`config.mk`:
```
export PLATFORM = sky130hd
export DESIGN_NAME = vgather_unit
export DESIGN_NICKNAME = d
export VERILOG_FILES = /design/src/rtl/vgather_pkg.sv /design/src/rtl/vgather_addr.sv /design/src/rtl/vgather_pick.sv /design/src/rtl/vgather_merge.sv /design/src/rtl/vgather_unit.sv
export SDC_FILE = /design/constraint.sdc
export NUM_CORES = 2
export LEC_CHECK = 0
export ABC_AREA = 1
export BUFFER_PORTS_ARGS = -buffer_cell sky130_fd_sc_hd__buf_2
export CORE_AREA = 2 2 555 557
export DETAILED_ROUTE_END_ITERATION = 8
export DIE_AREA = 0 0 557 559
export HOLD_SLACK_MARGIN = 0.12
export MAX_ROUTING_LAYER = met4
export PLACE_DENSITY = 0.39
export SYNTH_ARGS = -nofsm -noshare
export SYNTH_HDL_FRONTEND = slang
export SYNTH_SLANG_ARGS = --single-unit
```
`constraint.sdc`:
```
create_clock -name clk -period 7.7 [get_ports clk]
set_clock_uncertainty 0.1 [all_clocks]
set_input_delay 1.54 -clock clk [delete_from_list [all_inputs] [get_ports clk]]
set_output_delay 1.54 -clock clk [all_outputs]
set_load 0.05 [all_outputs]
```
`src/rtl/vgather_pkg.sv`:
```
package vgather_pkg;
  localparam int WORD_W = 32;
  localparam int BYTE_W = 8;

  typedef enum logic [1:0] {ST_IDLE, ST_REQ, ST_RESP} gstate_t;

  // Extend the displacement according to its width selector.
  function automatic logic [WORD_W-1:0] disp_extend(input logic [WORD_W-1:0] d,
                                                    input logic [1:0] sel);
    logic [WORD_W-1:0] r;
    case (sel)
      2'd0:    r = '0;
      2'd1:    r = {{(WORD_W-8){d[7]}}, d[7:0]};
      2'd2:    r = {{(WORD_W-16){d[15]}}, d[15:0]};
      default: r = d;
    endcase
    return r;
  endfunction

  // Byte address of one lane; 32-bit wrap is implicit.
  function automatic logic [WORD_W-1:0] lane_address(input logic [WORD_W-1:0] base,
                                                     input logic [WORD_W-1:0] off,
                                                     input logic [1:0] sc,
                                                     input logic [WORD_W-1:0] dext);
    return base + (off << sc) + dext;
  endfunction

  // Pick four bytes starting at byte 'ofs' of the pair {hi, lo}.
  function automatic logic [WORD_W-1:0] splice_element(input logic [WORD_W-1:0] lo,
                                                       input logic [WORD_W-1:0] hi,
                                                       input logic [1:0] ofs);
    logic [2*WORD_W-1:0] pair;
    pair = {hi, lo} >> {ofs, 3'b000};
    return pair[WORD_W-1:0];
  endfunction
endpackage

```
`src/rtl/vgather_addr.sv`:
```
module vgather_addr
  import vgather_pkg::*;
(
  input  logic [WORD_W-1:0] base,
  input  logic [WORD_W-1:0] off,
  input  logic [1:0]        scale_code,
  input  logic [WORD_W-1:0] disp_ext,
  output logic [WORD_W-1:0] byte_addr,
  output logic [WORD_W-1:0] word_lo,
  output logic [WORD_W-1:0] word_hi,
  output logic [1:0]        byte_ofs,
  output logic              straddle
);
  always_comb begin
    byte_addr = lane_address(base, off, scale_code, disp_ext);
    word_lo   = {byte_addr[WORD_W-1:2], 2'b00};
    word_hi   = word_lo + WORD_W'(4);
    byte_ofs  = byte_addr[1:0];
    straddle  = (byte_addr[1:0] != 2'b00);
  end
endmodule

```
`src/rtl/vgather_pick.sv`:
```
module vgather_pick #(
  parameter int LANES = 8,
  localparam int LW = (LANES > 1) ? $clog2(LANES) : 1
) (
  input  logic [LANES-1:0] pending,
  output logic             any,
  output logic [LW-1:0]    first
);
  always_comb begin
    any   = |pending;
    first = '0;
    for (int i = LANES - 1; i >= 0; i--) begin
      if (pending[i]) first = LW'(i);
    end
  end
endmodule

```
`src/rtl/vgather_merge.sv`:
```
module vgather_merge
  import vgather_pkg::*;
(
  input  logic [WORD_W-1:0] lo_word,
  input  logic [WORD_W-1:0] rd_word,
  input  logic [1:0]        byte_ofs,
  input  logic              straddle,
  output logic [WORD_W-1:0] element
);
  always_comb begin
    if (straddle) element = splice_element(lo_word, rd_word, byte_ofs);
    else          element = rd_word;
  end
endmodule

```
`src/rtl/vgather_unit.sv`:
```
module vgather_unit
  import vgather_pkg::*;
#(
  parameter int LANES = 8,
  localparam int VEC_W = LANES * WORD_W,
  localparam int LW = (LANES > 1) ? $clog2(LANES) : 1
) (
  input  logic              clk,
  input  logic              rst_n,
  input  logic              start,
  input  logic [WORD_W-1:0] base_addr,
  input  logic [VEC_W-1:0]  idx_vec,
  input  logic [1:0]        scale_code,
  input  logic [WORD_W-1:0] disp,
  input  logic [1:0]        disp_sel,
  input  logic [VEC_W-1:0]  lane_en_in,
  input  logic [VEC_W-1:0]  fill_in,
  output logic              busy,
  output logic              done,
  output logic [VEC_W-1:0]  result,
  output logic [VEC_W-1:0]  lane_en_out,
  output logic              rd_valid,
  input  logic              rd_ready,
  output logic [WORD_W-1:0] rd_addr,
  input  logic [WORD_W-1:0] rd_data
);
  gstate_t           state;
  logic [LW-1:0]     cur_lane;
  logic              second;
  logic [WORD_W-1:0] lo_word;
  logic [WORD_W-1:0] op_base;
  logic [VEC_W-1:0]  op_idx;
  logic [1:0]        op_scale;
  logic [WORD_W-1:0] op_disp;
  logic [LANES-1:0]  pending;
  logic [VEC_W-1:0]  result_q;
  logic [VEC_W-1:0]  mask_q;
  logic              done_q;

  // Named internal events (observed by the checker)
  logic              op_accept;
  logic              req_fire;
  logic              lane_commit;
  logic [LW-1:0]     commit_lane;

  logic [LANES-1:0]  en_in;
  logic [LANES-1:0]  lane_onehot;
  logic [LANES-1:0]  pick_vec;
  logic              pick_any;
  logic [LW-1:0]     pick_first;

  logic [WORD_W-1:0] cur_off;
  logic [WORD_W-1:0] byte_addr;
  logic [WORD_W-1:0] word_lo;
  logic [WORD_W-1:0] word_hi;
  logic [1:0]        byte_ofs;
  logic              straddle;
  logic [WORD_W-1:0] element;
  logic              need_second;

  genvar g;
  generate
    for (g = 0; g < LANES; g++) begin : g_en
      assign en_in[g] = lane_en_in[g*WORD_W + WORD_W - 1];
    end
  endgenerate

  assign lane_onehot = LANES'(1) << cur_lane;
  assign pick_vec    = (state == ST_IDLE) ? en_in : (pending & ~lane_onehot);
  assign cur_off     = op_idx[cur_lane*WORD_W +: WORD_W];

  vgather_pick #(.LANES(LANES)) u_pick (
    .pending (pick_vec),
    .any     (pick_any),
    .first   (pick_first)
  );

  vgather_addr u_addr (
    .base       (op_base),
    .off        (cur_off),
    .scale_code (op_scale),
    .disp_ext   (op_disp),
    .byte_addr  (byte_addr),
    .word_lo    (word_lo),
    .word_hi    (word_hi),
    .byte_ofs   (byte_ofs),
    .straddle   (straddle)
  );

  vgather_merge u_merge (
    .lo_word  (lo_word),
    .rd_word  (rd_data),
    .byte_ofs (byte_ofs),
    .straddle (straddle),
    .element  (element)
  );

  assign op_accept   = start && (state == ST_IDLE);
  assign req_fire    = (state == ST_REQ) && rd_ready;
  assign need_second = straddle && !second;
  assign lane_commit = (state == ST_RESP) && !need_second;
  assign commit_lane = cur_lane;

  always_ff @(posedge clk) begin
    if (!rst_n) begin
      state    <= ST_IDLE;
      cur_lane <= '0;
      second   <= 1'b0;
      lo_word  <= '0;
      op_base  <= '0;
      op_idx   <= '0;
      op_scale <= '0;
      op_disp  <= '0;
      pending  <= '0;
      result_q <= '0;
      mask_q   <= '0;
      done_q   <= 1'b0;
    end else begin
      done_q <= 1'b0;
      case (state)
        ST_IDLE: begin
          if (op_accept) begin
            op_base  <= base_addr;
            op_idx   <= idx_vec;
            op_scale <= scale_code;
            op_disp  <= disp_extend(disp, disp_sel);
            pending  <= en_in;
            result_q <= fill_in;
            second   <= 1'b0;
            if (pick_any) begin
              mask_q   <= lane_en_in;
              cur_lane <= pick_first;
              state    <= ST_REQ;
            end else begin
              mask_q <= '0;
              done_q <= 1'b1;
            end
          end
        end
        ST_REQ: begin
          if (req_fire) state <= ST_RESP;
        end
        ST_RESP: begin
          if (need_second) begin
            lo_word <= rd_data;
            second  <= 1'b1;
            state   <= ST_REQ;
          end else begin
            result_q[cur_lane*WORD_W +: WORD_W] <= element;
            mask_q[cur_lane*WORD_W +: WORD_W]   <= '0;
            pending[cur_lane]                   <= 1'b0;
            second                              <= 1'b0;
            if (pick_any) begin
              cur_lane <= pick_first;
              state    <= ST_REQ;
            end else begin
              mask_q <= '0;
              done_q <= 1'b1;
              state  <= ST_IDLE;
            end
          end
        end
        default: state <= ST_IDLE;
      endcase
    end
  end

  assign busy        = (state != ST_IDLE);
  assign done        = done_q;
  assign result      = result_q;
  assign lane_en_out = mask_q;
  assign rd_valid    = (state == ST_REQ);
  assign rd_addr     = second ? word_hi : word_lo;
endmodule

```
==> impl_metrics.toml <==
[layout]
drive_above_1_share_pct = 31.4
fill_cells = 34832
stdcell_area_um2 = 59000
area_delta_synth_final_pct = 42.4
final_cell_mix = "buf_2 (1385), nand2_1 (960), dfxtp_1 (870)"
instances_no_fill = 11222
final_net_count = 7888
final_common_cell = "buf_2"

[clock_tree]
ctsHtreeMaxLevel = 3
cts_buffers = 124
clock_latency_ns = 0.91
clk_pin_slew_ns = 0.06
clock_sinks = 873
postCtsHoldBufs = 0
cts_max_path_buffers = 4
cts-root-buf = "clkbuf_16"
cts_tree = "built"

[critical_path]
worst-path-stages = 30
r2r_cells = 24
crit_path_frequent_cell = "nand2_1"
worst-setup-path-type = "reg -> out"
crit_arrival_ns = 5.79
cp_max_fo = 15
slowest_stage = "fa_1"
cp-start-kind = "flip-flop"
cp_top_family = "simple AND/OR/NAND/NOR gates"
rr_startpoint = "commit_lane[2]"
slowest_delay_ns = 0.51
ff2ff_setup_slack_ns = 1.47
timing.rr.end = "lane_en_out[238]"
critPathCaptureType = "primary output"
worstPathRequired_ns = 6.06
crit_buf_inv = 10

[floorplan]
core-area_um2 = 305000
row_count = 203
dieArea_um2 = 311000
initial_core_util_pct = 13.6
pin_count = 1419
fp.dieH_um = 559
die_w_um = 557

[detailed_routing]
finalWirelength_mm = 322
vias = 47602
drt-initial-drc-count = 3832
drtAntennaViolNets = 0
firstDrtPassIters = 5
drc = 0
wl_per_cell_um = 28.7
vias_per_cell = 4.24

[grt]
grt_max_degree = 178
grt_pass1_vias = 46789
grt_overflow = 0
track_usage_pct = 20.4
grt_pass1_wl_mm = 424
antenna_found_initial = 146

[power_and_ir_drop]
p_leak_nw = 25.1
peakVddDrop_mv = 0.192
powerDensity_nw_per_um2 = 310

[place]
io_buffers = 1416
placedCellCount = 10893
dp_hpwl_mm = 259
dpl_cell_area_um2 = 53200
place.gp.congestion = 0.961

[synthesis]
ys_seq_elements = 873
synth_warnings = 0
avgSynthCellArea_um2 = 7.27
synth_cell_types = 59
postSynth.asyncResetShare_pct = 0
yosys-top-cells-area = "dfxtp_1 (42%), nand2_1 (9.0%), a21oi_1 (8.8%), o21ai_0 (7.8%), nor2_1 (6.6%)"
synth-edff-count = 0
synth_flop_cell = "dfxtp_1"
syn_area_um2 = 41400
seq_area_frac_synth_pct = 42.2
synth_top_cell_area_share_pct = 42.2
syn_inst = 5695
yosys.area.top_type = "dfxtp_1"

[sta]
finalSetupViolations = 0
grt_setup_unrepaired = "yes"
hold_violations = 0
max_freq_mhz = 135
fin_crit_sh_pct = 96.5
hold_ws_ns = 0.358
maxSlewHeadroom_pct = 10.7
fin_crit_ns = 7.43
slew_viol_final = 0
worst_pin_slew_ns = 1.32

[hold_path]
min_path_type = "reg -> reg"
hp-start = "op_idx[185]"
worstHoldPathCells = 2
hold_end = "op_idx[185]"

[job]
cap_viol_max_count = 0

[outcome]
outcome = "finished, final reports clean"
==> through the flow <==
step	setup TNS [ns]	power, mW	utilization, %	setup slack [ns]
floorplan	0	8.81	-	1.35
global placement	-1.69	12.0	17.4	-0.223
detailed placement	-1.29	12.0	17.4	-0.225
CTS	0	18.3	19.0	0.000524
global route	-0.117	19.0	19.3	-0.0493
finish	0	18.3	19.3	0.269
==> logic make-up (layout without fill, tap and decap cells) <==
family | count (synthesis) | after routing | share of synthesized area, %
buf+inv | 782 | 2127 | 7.91
xor+xnor | 24 | 24 | 0.526
flops | 873 | 873 | 42.2
simple gates | 2204 | 2204 | 23.4
mux | 3 | 3 | 0.0725
compound gates | 1739 | 1739 | 23.3
fa+ha+maj | 69 | 69 | 2.66
other cells | 1 | 83 | 0.00906
==> how the worst max path moves through the flow <==
| stage | startpoint | to | slack (ns) |
|---|---|---|---|
| 3_5_place_dp | commit_lane[2] | rd_addr[23] | -0.22 |
| 2_1_floorplan | commit_lane[1] | rd_addr[21] | 1.35 |
| 3_3_place_gp | commit_lane[0] | rd_addr[29] | -0.22 |
| 4_1_cts | commit_lane[1] | rd_addr[31] | 0.0005 |
| 6_report | commit_lane[0] | rd_addr[28] | 0.27 |
| 5_1_grt | commit_lane[2] | rd_addr[19] | -0.05 |
==> layout make-up <==
class,instances,area [µm²],area share (%)
clock buffer,181,3690,6.25
antenna,81,203,0.344
multi-input combinational,4041,21900,37.1
clock inverter,39,468,0.793
sequential,873,17500,29.6
tap,4100,5130,8.70
timing repair buffer,1545,8720,14.8
inverter,362,1420,2.41
==> worst register-to-register path, stage by stage, from the launching register on <==
cell       delay, ns
dfxtp_2         0.34
buf_8           0.14
buf_4           0.15
nor3_4          0.27
buf_4           0.19
bufbuf_16       0.33
nand2_1         0.07
nand4_1         0.07
buf_4           0.14
o21ai_2         0.07
nor2_1          0.16
fa_1            0.47
ha_4            0.39
inv_2           0.17
nand2_2         0.16
nand2_1         0.16
nand2_1         0.13
inv_2           0.05
nor2_4          0.21
inv_2           0.28
o21ai_4         0.52
nand2_8         0.41
inv_2           0.79
nand2_1         0.22
a21oi_2         0.18
==> synthesized netlist by cell type (9+ instances only) <==
library cell and instances:
dfxtp_1 873, a22o_1 12, o211ai_1 30, a21oi_2 84, ha_1 37, clkbuf_1 286, nor2_2 10, fa_1 32
nand2_1 991, inv_1 320, xor2_1 18, a21o_1 15, a22oi_1 22, o21ai_1 66, a221oi_1 67, buf_6 24
nor2_1 725, inv_2 36, nand2_2 10, nand3b_1 13, o22ai_1 49, a21oi_1 725, buf_1 22, nand4_1 29
buf_4 11, o21ai_2 9, nand3_2 91, buf_2 74, nand3_1 253, o21ai_0 644, nor3_1 45
==> sequential cells by signal, indices dropped and copies added (netlist names) <==
signal       cells
lane_en_out    256
op_idx         256
result         256
op_base         32
op_disp         32
lo_word         24
pending          8
commit_lane      3
op_scale         2
state            2
done             1
second           1
==> power breakdown <==
part           internal (mW)  total [mW]  switching (mW)
clock                   3.50        6.00            2.50
sequential              4.94        5.24           0.295
combinational           1.93        7.02            5.09
==> per-layer routing <==
layer / GRT usage [%] / up-vias / wire (µm)
li1: - / 21738 / -
met2: 32.7 / 2044 / 148000
met1: 24.8 / 23402 / 136000
met3: 4.91 / 418 / 25500
met4: 6.79 / 0 / 12700
met5: - / - / 0
==> timing repair <==
item,4_1_cts,5_1_grt
setup endpoints to repair,25,20
gates resized for setup,126,160
cloned,3,0
pin swaps,19,35
setup buffers,14,11
Note: power is estimated with default switching activity, not from simulation.
